File: src/rtl/tdm_uart_pkg.sv
package tdm_uart_pkg;
  localparam int DIV_W = 16;
  localparam int OSR_W = 4;              // 16x oversampling
  localparam logic [OSR_W-1:0] MID = 4'd8;
  localparam logic [3:0] LAST_BIT = 4'd9; // start + 8 data + stop, counted from 0

  typedef struct packed {
    logic [DIV_W-1:0] os_cnt;
    logic             tx_busy;
    logic [OSR_W-1:0] tx_ph;
    logic [3:0]       tx_bit;
    logic [9:0]       tx_sh;
    logic             rx_busy;
    logic             rx_last;
    logic [OSR_W-1:0] rx_ph;
    logic [3:0]       rx_bit;
    logic [7:0]       rx_sh;
  } ctx_t;

  localparam ctx_t CTX_RST = '{tx_sh: '1, rx_last: 1'b1, default: '0};

  // an oversample tick fires on the visit where the stored count is zero
  function automatic logic os_tick(input logic [DIV_W-1:0] cnt);
    return cnt == '0;
  endfunction

  function automatic logic [DIV_W-1:0] os_next(input logic [DIV_W-1:0] cnt,
                                              input logic [DIV_W-1:0] div);
    return (cnt == '0) ? div : cnt - 1'b1;
  endfunction

  // shift-out image, bit 0 leaves first
  function automatic logic [9:0] tx_frame(input logic [7:0] d);
    return {1'b1, d, 1'b0};
  endfunction
endpackage

File: src/rtl/tdm_uart_sync.sv
module tdm_uart_sync #(
  parameter int   W       = 16,
  parameter logic RST_VAL = 1'b1
) (
  input  logic         clk,
  input  logic         rst_n,
  input  logic [W-1:0] d,
  output logic [W-1:0] q
);
  for (genvar i = 0; i < W; i++) begin : g_bit
    logic meta, held;
    always_ff @(posedge clk or negedge rst_n) begin
      if (!rst_n) begin
        meta <= RST_VAL;
        held <= RST_VAL;
      end else begin
        meta <= d[i];
        held <= meta;
      end
    end
    assign q[i] = held;
  end
endmodule

File: src/rtl/tdm_uart_slot.sv
module tdm_uart_slot #(
  parameter int N = 16,
  parameter int W = $clog2(N)
) (
  input  logic         clk,
  input  logic         rst_n,
  output logic [W-1:0] slot
);
  localparam logic [W-1:0] LAST = W'(N - 1);

  always_ff @(posedge clk or negedge rst_n) begin
    if (!rst_n)             slot <= '0;
    else if (slot == LAST)  slot <= '0;
    else                    slot <= slot + 1'b1;
  end

  // rotation wraps after the last slot
  a_r1_wrap: assert property (@(posedge clk) disable iff (!rst_n)
    (slot == LAST) |=> (slot == '0));
  // otherwise exactly one step per clock
  a_r1_step: assert property (@(posedge clk) disable iff (!rst_n)
    (slot != LAST) |=> (slot == $past(slot) + 1'b1));
endmodule

File: src/rtl/tdm_uart_engine.sv
module tdm_uart_engine
  import tdm_uart_pkg::*;
(
  input  ctx_t             cur,
  input  logic [DIV_W-1:0] div,
  input  logic             tx_full,
  input  logic [7:0]       tx_data,
  input  logic             cts,
  input  logic             rxd,
  input  logic             txd_cur,
  output ctx_t             nxt,
  output logic             txd_nxt,
  output logic             tx_take,
  output logic             rx_done,
  output logic [7:0]       rx_byte,
  output logic             rx_ferr
);
  logic             tick;
  logic [OSR_W-1:0] tph, rph;

  always_comb begin
    nxt     = cur;
    txd_nxt = txd_cur;
    tx_take = 1'b0;
    rx_done = 1'b0;
    rx_byte = cur.rx_sh;
    rx_ferr = 1'b0;
    tick    = os_tick(cur.os_cnt);
    tph     = cur.tx_ph + 1'b1;
    rph     = cur.rx_ph + 1'b1;
    nxt.os_cnt = os_next(cur.os_cnt, div);

    if (tick) begin
      // transmitter: new characters start only at a boundary with cts high
      if (!cur.tx_busy) begin
        txd_nxt = 1'b1;
        if (tx_full && cts) begin
          nxt.tx_busy = 1'b1;
          nxt.tx_sh   = tx_frame(tx_data);
          nxt.tx_ph   = '0;
          nxt.tx_bit  = '0;
          tx_take     = 1'b1;
          txd_nxt     = 1'b0;
        end
      end else begin
        nxt.tx_ph = tph;
        if (tph == '0) begin
          if (cur.tx_bit == LAST_BIT) begin
            nxt.tx_busy = 1'b0;
            txd_nxt     = 1'b1;
          end else begin
            nxt.tx_sh  = {1'b1, cur.tx_sh[9:1]};
            nxt.tx_bit = cur.tx_bit + 1'b1;
            txd_nxt    = cur.tx_sh[1];
          end
        end
      end

      // receiver: edge hunt, mid-bit confirm, mid-bit sampling
      nxt.rx_last = rxd;
      if (!cur.rx_busy) begin
        if (cur.rx_last && !rxd) begin
          nxt.rx_busy = 1'b1;
          nxt.rx_ph   = '0;
          nxt.rx_bit  = '0;
        end
      end else begin
        nxt.rx_ph = rph;
        if (rph == MID) begin
          nxt.rx_bit = cur.rx_bit + 1'b1;
          if (cur.rx_bit == '0) begin
            if (rxd) nxt.rx_busy = 1'b0;     // false start
          end else if (cur.rx_bit == LAST_BIT) begin
            nxt.rx_busy = 1'b0;
            rx_done     = 1'b1;
            rx_ferr     = !rxd;
          end else begin
            nxt.rx_sh = {rxd, cur.rx_sh[7:1]};
          end
        end
      end
    end
  end
endmodule

File: src/rtl/tdm_uart.sv
module tdm_uart
  import tdm_uart_pkg::*;
#(
  parameter int NCH  = 16,
  parameter int CH_W = $clog2(NCH)
) (
  input  logic             clk,
  input  logic             rst_n,
  input  logic [NCH-1:0]   rxd_i,
  input  logic [NCH-1:0]   cts_i,
  output logic [NCH-1:0]   txd_o,
  output logic [NCH-1:0]   rts_o,
  input  logic [CH_W-1:0]  host_ch,
  input  logic [1:0]       host_addr,
  input  logic             host_wr,
  input  logic             host_rd,
  input  logic [DIV_W-1:0] host_wdata,
  output logic [DIV_W-1:0] host_rdata
);
  localparam logic [1:0] A_DATA = 2'd0;
  localparam logic [1:0] A_STAT = 2'd1;
  localparam logic [1:0] A_DIV  = 2'd2;

  logic [CH_W-1:0]             slot;
  ctx_t                        ctx_ram [NCH];
  logic [NCH-1:0][DIV_W-1:0]   div_q;
  logic [NCH-1:0][7:0]         tx_hold, rx_hold;
  logic [NCH-1:0]              tx_full, rx_full, ferr, txd_q;
  logic [NCH-1:0]              rxd_s, cts_s;

  // named engine events
  ctx_t       e_nxt;
  logic       e_txd, e_tx_take, e_rx_done, e_ferr;
  logic [7:0] e_rx_byte;
  logic       host_data_wr, host_data_rd;

  assign host_data_wr = host_wr && (host_addr == A_DATA);
  assign host_data_rd = host_rd && (host_addr == A_DATA);

  tdm_uart_sync #(.W(NCH), .RST_VAL(1'b1)) u_rx_sync (.clk(clk), .rst_n(rst_n), .d(rxd_i), .q(rxd_s));
  tdm_uart_sync #(.W(NCH), .RST_VAL(1'b0)) u_cts_sync (.clk(clk), .rst_n(rst_n), .d(cts_i), .q(cts_s));
  tdm_uart_slot #(.N(NCH), .W(CH_W))       u_slot (.clk(clk), .rst_n(rst_n), .slot(slot));

  tdm_uart_engine u_eng (
    .cur(ctx_ram[slot]), .div(div_q[slot]), .tx_full(tx_full[slot]),
    .tx_data(tx_hold[slot]), .cts(cts_s[slot]), .rxd(rxd_s[slot]),
    .txd_cur(txd_q[slot]), .nxt(e_nxt), .txd_nxt(e_txd), .tx_take(e_tx_take),
    .rx_done(e_rx_done), .rx_byte(e_rx_byte), .rx_ferr(e_ferr)
  );

  // context memory: one read-modify-write per clock
  always_ff @(posedge clk or negedge rst_n) begin
    if (!rst_n) begin
      for (int i = 0; i < NCH; i++) ctx_ram[i] <= CTX_RST;
    end else begin
      ctx_ram[slot] <= e_nxt;
    end
  end

  // holding registers, flags and line outputs
  always_ff @(posedge clk or negedge rst_n) begin
    if (!rst_n) begin
      div_q   <= '0;
      tx_hold <= '0;
      rx_hold <= '0;
      tx_full <= '0;
      rx_full <= '0;
      ferr    <= '0;
      txd_q   <= '1;
    end else begin
      txd_q[slot] <= e_txd;
      if (host_data_rd) begin
        rx_full[host_ch] <= 1'b0;
        ferr[host_ch]    <= 1'b0;
      end
      if (e_rx_done) begin            // a new character wins over a same-cycle read
        rx_hold[slot] <= e_rx_byte;
        rx_full[slot] <= 1'b1;
        ferr[slot]    <= e_ferr;
      end
      if (e_tx_take) tx_full[slot] <= 1'b0;
      if (host_data_wr && !tx_full[host_ch]) begin
        tx_full[host_ch] <= 1'b1;
        tx_hold[host_ch] <= host_wdata[7:0];
      end
      if (host_wr && (host_addr == A_DIV)) div_q[host_ch] <= host_wdata;
    end
  end

  always_comb begin
    host_rdata = '0;
    case (host_addr)
      A_DATA:  host_rdata[7:0] = rx_hold[host_ch];
      A_STAT:  host_rdata[2:0] = {ferr[host_ch], !tx_full[host_ch], rx_full[host_ch]};
      A_DIV:   host_rdata      = div_q[host_ch];
      default: host_rdata      = '0;
    endcase
  end

  assign txd_o = txd_q;
  assign rts_o = ~rx_full;

  // taking a character drives the start bit on the next cycle
  a_r3_start_low: assert property (@(posedge clk) disable iff (!rst_n)
    e_tx_take |=> !txd_o[$past(slot)]);
  // a completed character leaves the channel ready
  a_r5_done_ready: assert property (@(posedge clk) disable iff (!rst_n)
    e_rx_done |=> rx_full[$past(slot)]);
  // a low stop bit leaves the framing flag set
  a_r7_ferr_set: assert property (@(posedge clk) disable iff (!rst_n)
    (e_rx_done && e_ferr) |=> ferr[$past(slot)]);
  // consuming the character raises flow control
  a_r8_rts_after_read: assert property (@(posedge clk) disable iff (!rst_n)
    (host_data_rd && !(e_rx_done && (slot == host_ch))) |=> rts_o[$past(host_ch)]);
  // a write into a full holding register changes nothing
  a_r9_full_write_ignored: assert property (@(posedge clk) disable iff (!rst_n)
    (host_data_wr && tx_full[host_ch]) |=> $stable(tx_hold));
  // a character is never started while clear-to-send is low
  a_r10_cts_gate: assert property (@(posedge clk) disable iff (!rst_n)
    e_tx_take |-> cts_s[slot]);
endmodule

File: config.mk
export PLATFORM = sky130hd
export DESIGN_NAME = tdm_uart
export DESIGN_NICKNAME = d
export VERILOG_FILES = /design/src/rtl/tdm_uart_pkg.sv /design/src/rtl/tdm_uart_sync.sv /design/src/rtl/tdm_uart_slot.sv /design/src/rtl/tdm_uart_engine.sv /design/src/rtl/tdm_uart.sv
export SDC_FILE = /design/constraint.sdc
export NUM_CORES = 2
export LEC_CHECK = 0
export BUFFER_PORTS_ARGS = -buffer_cell sky130_fd_sc_hd__buf_2
export CORE_ASPECT_RATIO = 0.75
export CORE_UTILIZATION = 50
export DETAILED_ROUTE_END_ITERATION = 16
export PLACE_DENSITY = 0.69
export SETUP_SLACK_MARGIN = 0.4
export SLEW_MARGIN = 5
export SYNTH_ARGS = -nofsm -noshare
export SYNTH_HDL_FRONTEND = slang
export SYNTH_SLANG_ARGS = --single-unit
export TNS_END_PERCENT = 20
File: constraint.sdc
create_clock -name clk -period 5.6 [get_ports clk]
set_clock_uncertainty 0.15 [all_clocks]
set_input_delay 1.12 -clock clk [delete_from_list [all_inputs] [get_ports clk]]
set_output_delay 1.12 -clock clk [all_outputs]
set_load 0.02 [all_outputs]
Word level (Yosys, flattened, before mapping)
Index checks and enable logic that the tools add are counted.

storage, ports and cells
  bits in registers = 1492
  latch bits = 0
  RAM bits = 0
  bits in read-only memories = 0
  bits of input ports = 58
  output and inout bits = 48
  word-level logic and storage cells = 410
  memories kept = 0

cells by class
  add/sub/neg operators = 6
  $mul = 0
  divide/modulo/power cells = 0
  order comparisons = 6
  equality and inequality tests = 6
  shift-type cells = 0
  multiplexer cells = 91
  bitwise logic cells = 9
  reductions and logical operators = 15

operator list
  cell                                          number
  bitwise mux 848 bit                           1
  bitwise mux 128 bit                           2
  bitwise mux 256 bit                           1
  binary-select mux 53 bit (select 4 bit)       1
  demux 53 bit (select 4 bit)                   1
  two-way mux 16 bit                            10
  two-way mux 53 bit                            3
  binary-select mux 16 bit (select 4 bit)       2
  two-way mux 8 bit                             10
  binary-select mux 8 bit (select 4 bit)        2
  demux 16 bit (select 4 bit)                   1
  demux 8 bit (select 4 bit)                    2
  AND 16 bit                                    3
  NOT 16 bit                                    3
  two-way mux 19 bit                            2
  two-way mux 37 bit                            1
  two-way mux 1 bit                             35
  bitwise mux 16 bit                            2
  OR 16 bit                                     2
  binary-select mux 1 bit (select 4 bit)        7
  two-way mux 14 bit                            2
  adder 4 x 1 -> 4 bit (second input constant)  5
  == test 4 bit (second input constant)         4
  logical NOT 16 bit                            1
  17 further kinds                              30

Logic depth before layout (Yosys ltp)
  depth after elaboration = 12
  mapped depth = 21
  mapped depth without buffers = 11

Modules after synthesis
A second synthesis with hierarchy kept.

unflattened totals
  cells, all modules = 4969
  area, all modules = 70625.2 µm²

by module, submodules not included
  module                      instances  cells each  area an instance (µm²)  sequential area each (µm²)
  tdm_uart                    1          4607        66940.5                 35874.4
  tdm_uart_engine             1          254         1639.1                  0.0
  tdm_uart_sync (u_rx_sync)   1          48          960.9                   840.8
  tdm_uart_sync (u_cts_sync)  1          48          920.9                   800.8
  tdm_uart_slot               1          12          163.9                   100.1

Least setup slack after synthesis
OpenSTA, ideal clock, no wires.

  kind = input-to-output
  from = input port host_ch[0]
  to = output port host_rdata[3]
  arrival time = 3.630 ns
  data required time = 4.330 ns
  path slack = 0.700 ns
  stages on the path = 7
  path buffers = 3
  cells stage by stage = clkbuf_1 > clkbuf_1 > buf_1 > mux4_2 > mux4_2 > mux2i_1 > nor2_1

between the ends
  cells in the longest elaborated chain, start to end = 3
  elaborated cells on any way between the ends = 5
  those cells by class = mux (5)

RTL lines
  item                                                                                               line                            RTL
  start, declared                                                                                    tdm_uart.sv:13                  input logic [CH_W-1:0] host_ch,
  binary-select mux 16 bit (select 4 bit) or binary-select mux 8 bit (select 4 bit) (tied branches)  tdm_uart.sv:95, tdm_uart.sv:93
  two-way mux 16 bit (implied by the code) or two-way mux 8 bit (tied branches)                      tdm_uart.sv:95, tdm_uart.sv:93
  case mux 5 bit (2 select lines) (*)                                                                tdm_uart.sv:92                  case (host_addr)
  end, declared                                                                                      tdm_uart.sv:18                  output logic [DIV_W-1:0] host_rdata

Mark *: on every way between the ends. The rest lies on a longest branch, timed or not. The select of a mux whose other input is x is not followed.

Final worst setup path
  from = register u_slot.slot[0]
  to = register ctx_ram[505] (netlist bit)

between the ends
  cells in the longest elaborated chain, start to end = 10
  elaborated cells on any way between the ends = 25
  those cells by class = add/sub (2); order compare (2); eq/ne (1); mux (15); bitwise (1); reduce/logical (4)

RTL lines
  item                                                     line                                          RTL
  start, declared                                          tdm_uart_slot.sv:7                            output logic [W-1:0] slot
  start signal, assigned                                   tdm_uart_slot.sv:14                           else slot <= slot + 1'b1;
  NOT 4 -> 5 bit (implied by the code)                     tdm_uart.sv:45, tdm_uart.sv:56
  binary-select mux 53 bit (select 4 bit)                  tdm_uart.sv:45                                .cur(ctx_ram[slot]), .div(div_q[slot]), .tx_full(tx_full[slot]),
  two-way mux 53 bit (implied by the code) (2 in a row)    tdm_uart.sv:45
  adder 4 x 1 -> 4 bit (tied with other cells)             tdm_uart_engine.sv:29                         tph = cur.tx_ph + 1'b1;
  logical NOT 4 bit or two-way mux 14 bit (tied branches)  tdm_uart_engine.sv:47, tdm_uart_engine.sv:48
  two-way mux 14 bit                                       tdm_uart_engine.sv:47                         if (tph == '0) begin
  two-way mux 19 bit                                       tdm_uart_engine.sv:35                         if (!cur.tx_busy) begin
  two-way mux 37 bit                                       tdm_uart_engine.sv:33                         if (tick) begin
  bitwise mux 848 bit (*)                                  tdm_uart.sv:56                                ctx_ram[slot] <= e_nxt;
  end signal, assigned by index                            tdm_uart.sv:56
  end, declared                                            tdm_uart.sv:25                                ctx_t ctx_ram [NCH];

Marked as above.
A chain may end at the register's enable or synchronous reset.

==> results.md <==
* Placed Area at between 70000 and 80000 um^2
* Initial Util at 0.5053
* Total CTS buffers at 144
* Clock buffer depth at 3
* Wire length on met2 at 83.67 mm
* Post-synthesis mux area share at 0.2377
* Critical Path Sink Type: register
* Leakage at approximately 32 nW
* Via Count at 45.47k
* Largest net degree at the start of global routing at 164
* Syn Area/Cell at 12.46 um^2
* I/O pin total at 106
* DRC at 0
* Adder-cell share of the synthesized area at 0.002406
* Reg2Reg Depth at 10
* Worst Hold Class: in2async
* CTS tree: built
* Worst slack at placement at 0.4032 ns
* H-tree levels at 4
* Worst EP arrival at 5.50 ns
* Yosys cell types at 75
* M1 WL at 78.99 mm
* Dpl hpwl at roughly 120 mm
* F_max at just under 200 MHz
* Reg-to-reg startpoint: u_slot.slot[0]
* Cell count after synthesis at 5427
* Total track usage at 0.2797
* Final setup vio count at 0
* Clock Sinks at 1476
* Clk Latency, worst-skew pair at 0.80 ns
* P per Cell Area at 340.5 nW/um^2
* Asr flop ratio synth at 1.000
* Slew HR at 0.2304
* Die ar. at 136700 um^2
* Setup TNS at 0 ns
* CTS Hold Buffers Added at 0
* Post-layout util at 0.5604
* DR WL met3 at 17.68 mm
* Synth Register Bits at 1476
* First-pass GRT wire length at between 200 and 300 mm
* Cell Count, Final, Fillers Out at 7282
* Largest family of logic cells by synthesized area: multiplexers
* Post-synth EDFFs at 0
* CP required at 6.06 ns
* Global route total overflow at 0
* DR top layer: met5
* Final hold vios at 0
* Critical path launch point type: register
* Post-route design area at roughly 75000 um^2
* Maximum fanout along the worst path at 29
* DR vias/cell at 6.244
* Peak VDD IR at approximately 0.00028 V
* Final setup margin at between 0.5 and 0.6 ns
* IO buf count at 105
* Tcrit/Tclk final at 0.9000
* Status: complete, no violations
* Row cnt at roughly 120
* Post-synthesis sequential area ratio at 0.5501
* Reg-to-Reg End: ctx_ram[505]
* DR WL/cell at about 26 um
* Slew @ Worst Pin at 1.152 ns
* Area Overhead vs Synth at 10.92%
* Post-Syn Nets at about 5.5k
* Horiz. Die Dim at between 400 and 500 um
* Post-Syn Area at 67610 um^2
* Crit path time final at 5.040 ns
* DR iter-0 viols at 4782
* Max-cap violations at 0
* Simple-Gate Fraction of Synth Area at 0.07931
* WS Path Type: reg2reg
* Initial antenna violation count at 7
* Slew Viols, Final at 0
* Nets at 5471
* Top FF cell, synth: dfrtp_1
* Tot Pwr at around 26 mW
* Wirelength, routed at 186.8 mm
* Synth Area in XOR/XNOR at 0.001166
* Number of instances in the placed design at 7020
* Die height at between 300 and 400 um
* WHS at 0.1494 ns
* R2r setup slk at roughly 0.56 ns
* Layout cells sized above 1 at 0.3156
* Unrepaired setup endpoints after global routing: true
* Placeable Area at 133800 um^2
* Clock root buffer: clkbuf_16
* RD Place Congestion at 0.8701
* Antenna viol nets, final at 0
* Reg clk slew, reported paths at 0.06 ns
* Drt pass-1 iters at 6
* Synth warnings at 0
* Vias in the first global route at 45.54k
* Synth Area in Compound Gates at 0.09639
==> cell type report <==
| class | instances | area, um^2 |
|---|---|---|
| well taps | 1770 | 2215 |
| flip-flops and latches | 1476 | 37210 |
| repair buffers | 304 | 2409 |
| clock inverters | 57 | 630.6 |
| inverters | 43 | 161.4 |
| diodes | 2 | 5.005 |
| clock buffers | 199 | 3991 |
| multi-input cells | 3431 | 28380 |
| fillers | 10772 | 58820 |
==> synth_stat cells (all sizes together), types with 4 or more instances <==
library cell	number	area (um^2)
nor2	328	1234
nand3b	4	30.03
ha	13	162.7
o21ai	735	3694
mux2	404	4576
and2	18	112.6
clkbuf	342	1286
dfrtp	1268	31730
mux2i	30	300.3
o211ai	7	52.55
a21oi	211	1105
mux4	497	11190
a21o	17	127.6
and3	8	50.05
nand2	841	3157
a221oi	6	70.07
nand3	25	125.1
or2	7	43.79
o21a	4	30.03
o2111ai	16	240.2
inv	43	161.4
nor3	19	100.1
buf	135	780.8
dfstp	208	5465
a31oi	99	625.6
xnor2	7	61.31
o22ai	9	56.30
a22oi	23	182.7
nor4	18	172.7
a22o	14	122.6
nand4	11	75.07
nor2b	14	87.58
nand2b	7	43.79
==> critical path: stages, from the launching register on <==
cell     delay, ns
dfrtp_4       0.70
buf_12        0.34
mux4_2        0.53
a22oi_1       0.27
nand2_1       0.30
or4b_1        0.70
nor4_4        0.59
buf_4         0.30
o21ai_4       0.19
a21oi_2       0.56
o21ai_0       0.17
==> report_power, final <==
| group | switching (mW) | internal (mW) | leakage [nW] | total, mW |
|---|---|---|---|---|
| registers | 0.755 | 12.0 | 18.9 | 12.7 |
| clock network | 4.31 | 5.33 | 2.26 | 9.64 |
| logic | 1.63 | 1.53 | 11.3 | 3.16 |
| total | 6.70 | 18.8 | 32.5 | 25.5 |
==> registers in the layout, summed over array words and instances, names as in the netlist, 128 cells and up <==
signal,count
ctx_ram,832
div_q,256
rx_hold,128
tx_hold,128
==> cells in the final DEF (no fill, tap or decap), types with 17 or more instances in the layout <==
| cell | synthesis | routed |
|---|---|---|
| clkbuf_8 | 0 | 17 |
| a21o_1 | 17 | 17 |
| buf_12 | 0 | 30 |
| nand3_1 | 25 | 25 |
| nand2_1 | 841 | 824 |
| nor2_1 | 327 | 321 |
| a21oi_1 | 198 | 198 |
| clkinv_2 | 0 | 28 |
| a22oi_1 | 21 | 21 |
| buf_2 | 81 | 102 |
| inv_1 | 43 | 43 |
| a31oi_1 | 98 | 98 |
| mux2_2 | 397 | 397 |
| dfrtp_1 | 1268 | 1264 |
| dfstp_2 | 208 | 208 |
| buf_4 | 15 | 171 |
| o21ai_1 | 91 | 94 |
| mux2i_1 | 30 | 30 |
| mux4_2 | 497 | 497 |
| o21ai_0 | 642 | 639 |
| clkbuf_1 | 340 | 38 |
| clkbuf_16 | 0 | 145 |
==> layer usage <==
layer	global-route usage	vias up
li1	-	19522
met1	0.4106	23645
met4	0.09683	6
met3	0.06714	317
met5	0	-
met2	0.4092	1981
==> how the worst max path moves through the flow <==
stage | startpoint | end | slack, ns | cells after the start
4_1_cts | u_slot.slot[0] | ctx_ram[763] | 0.45 | 11
3_5_place_dp | u_slot.slot[0] | ctx_ram[9] | 0.40 | 9
2_1_floorplan | host_ch[0] | host_rdata[3] | 0.70 | 7
6_report | u_slot.slot[0] | ctx_ram[505] | 0.56 | 10
5_1_grt | u_slot.slot[0] | ctx_ram[505] | 0.33 | 10
3_3_place_gp | u_slot.slot[0] | ctx_ram[62] | 0.53 | 9
==> timing repair <==
action                                  CTS  global route
resized for setup                         1             1
pin swaps                                 0             1
buffers inserted                          0             4
endpoints found under the setup margin    1           300
cloned                                    0             0
==> logic make-up (layout without fill, tap and decap cells) <==
group | Yosys count | in the layout
AOI/OAI and AO/OA | 1164 | 1164
xor gates and xnor gates | 9 | 9
adders and majority gates | 13 | 13
buffers and inverters | 520 | 603
DFF | 1476 | 1476
muxes | 931 | 931
other | 0 | 2
and+or+nand+nor | 1314 | 1314
Power figures use the tool's default switching activity.
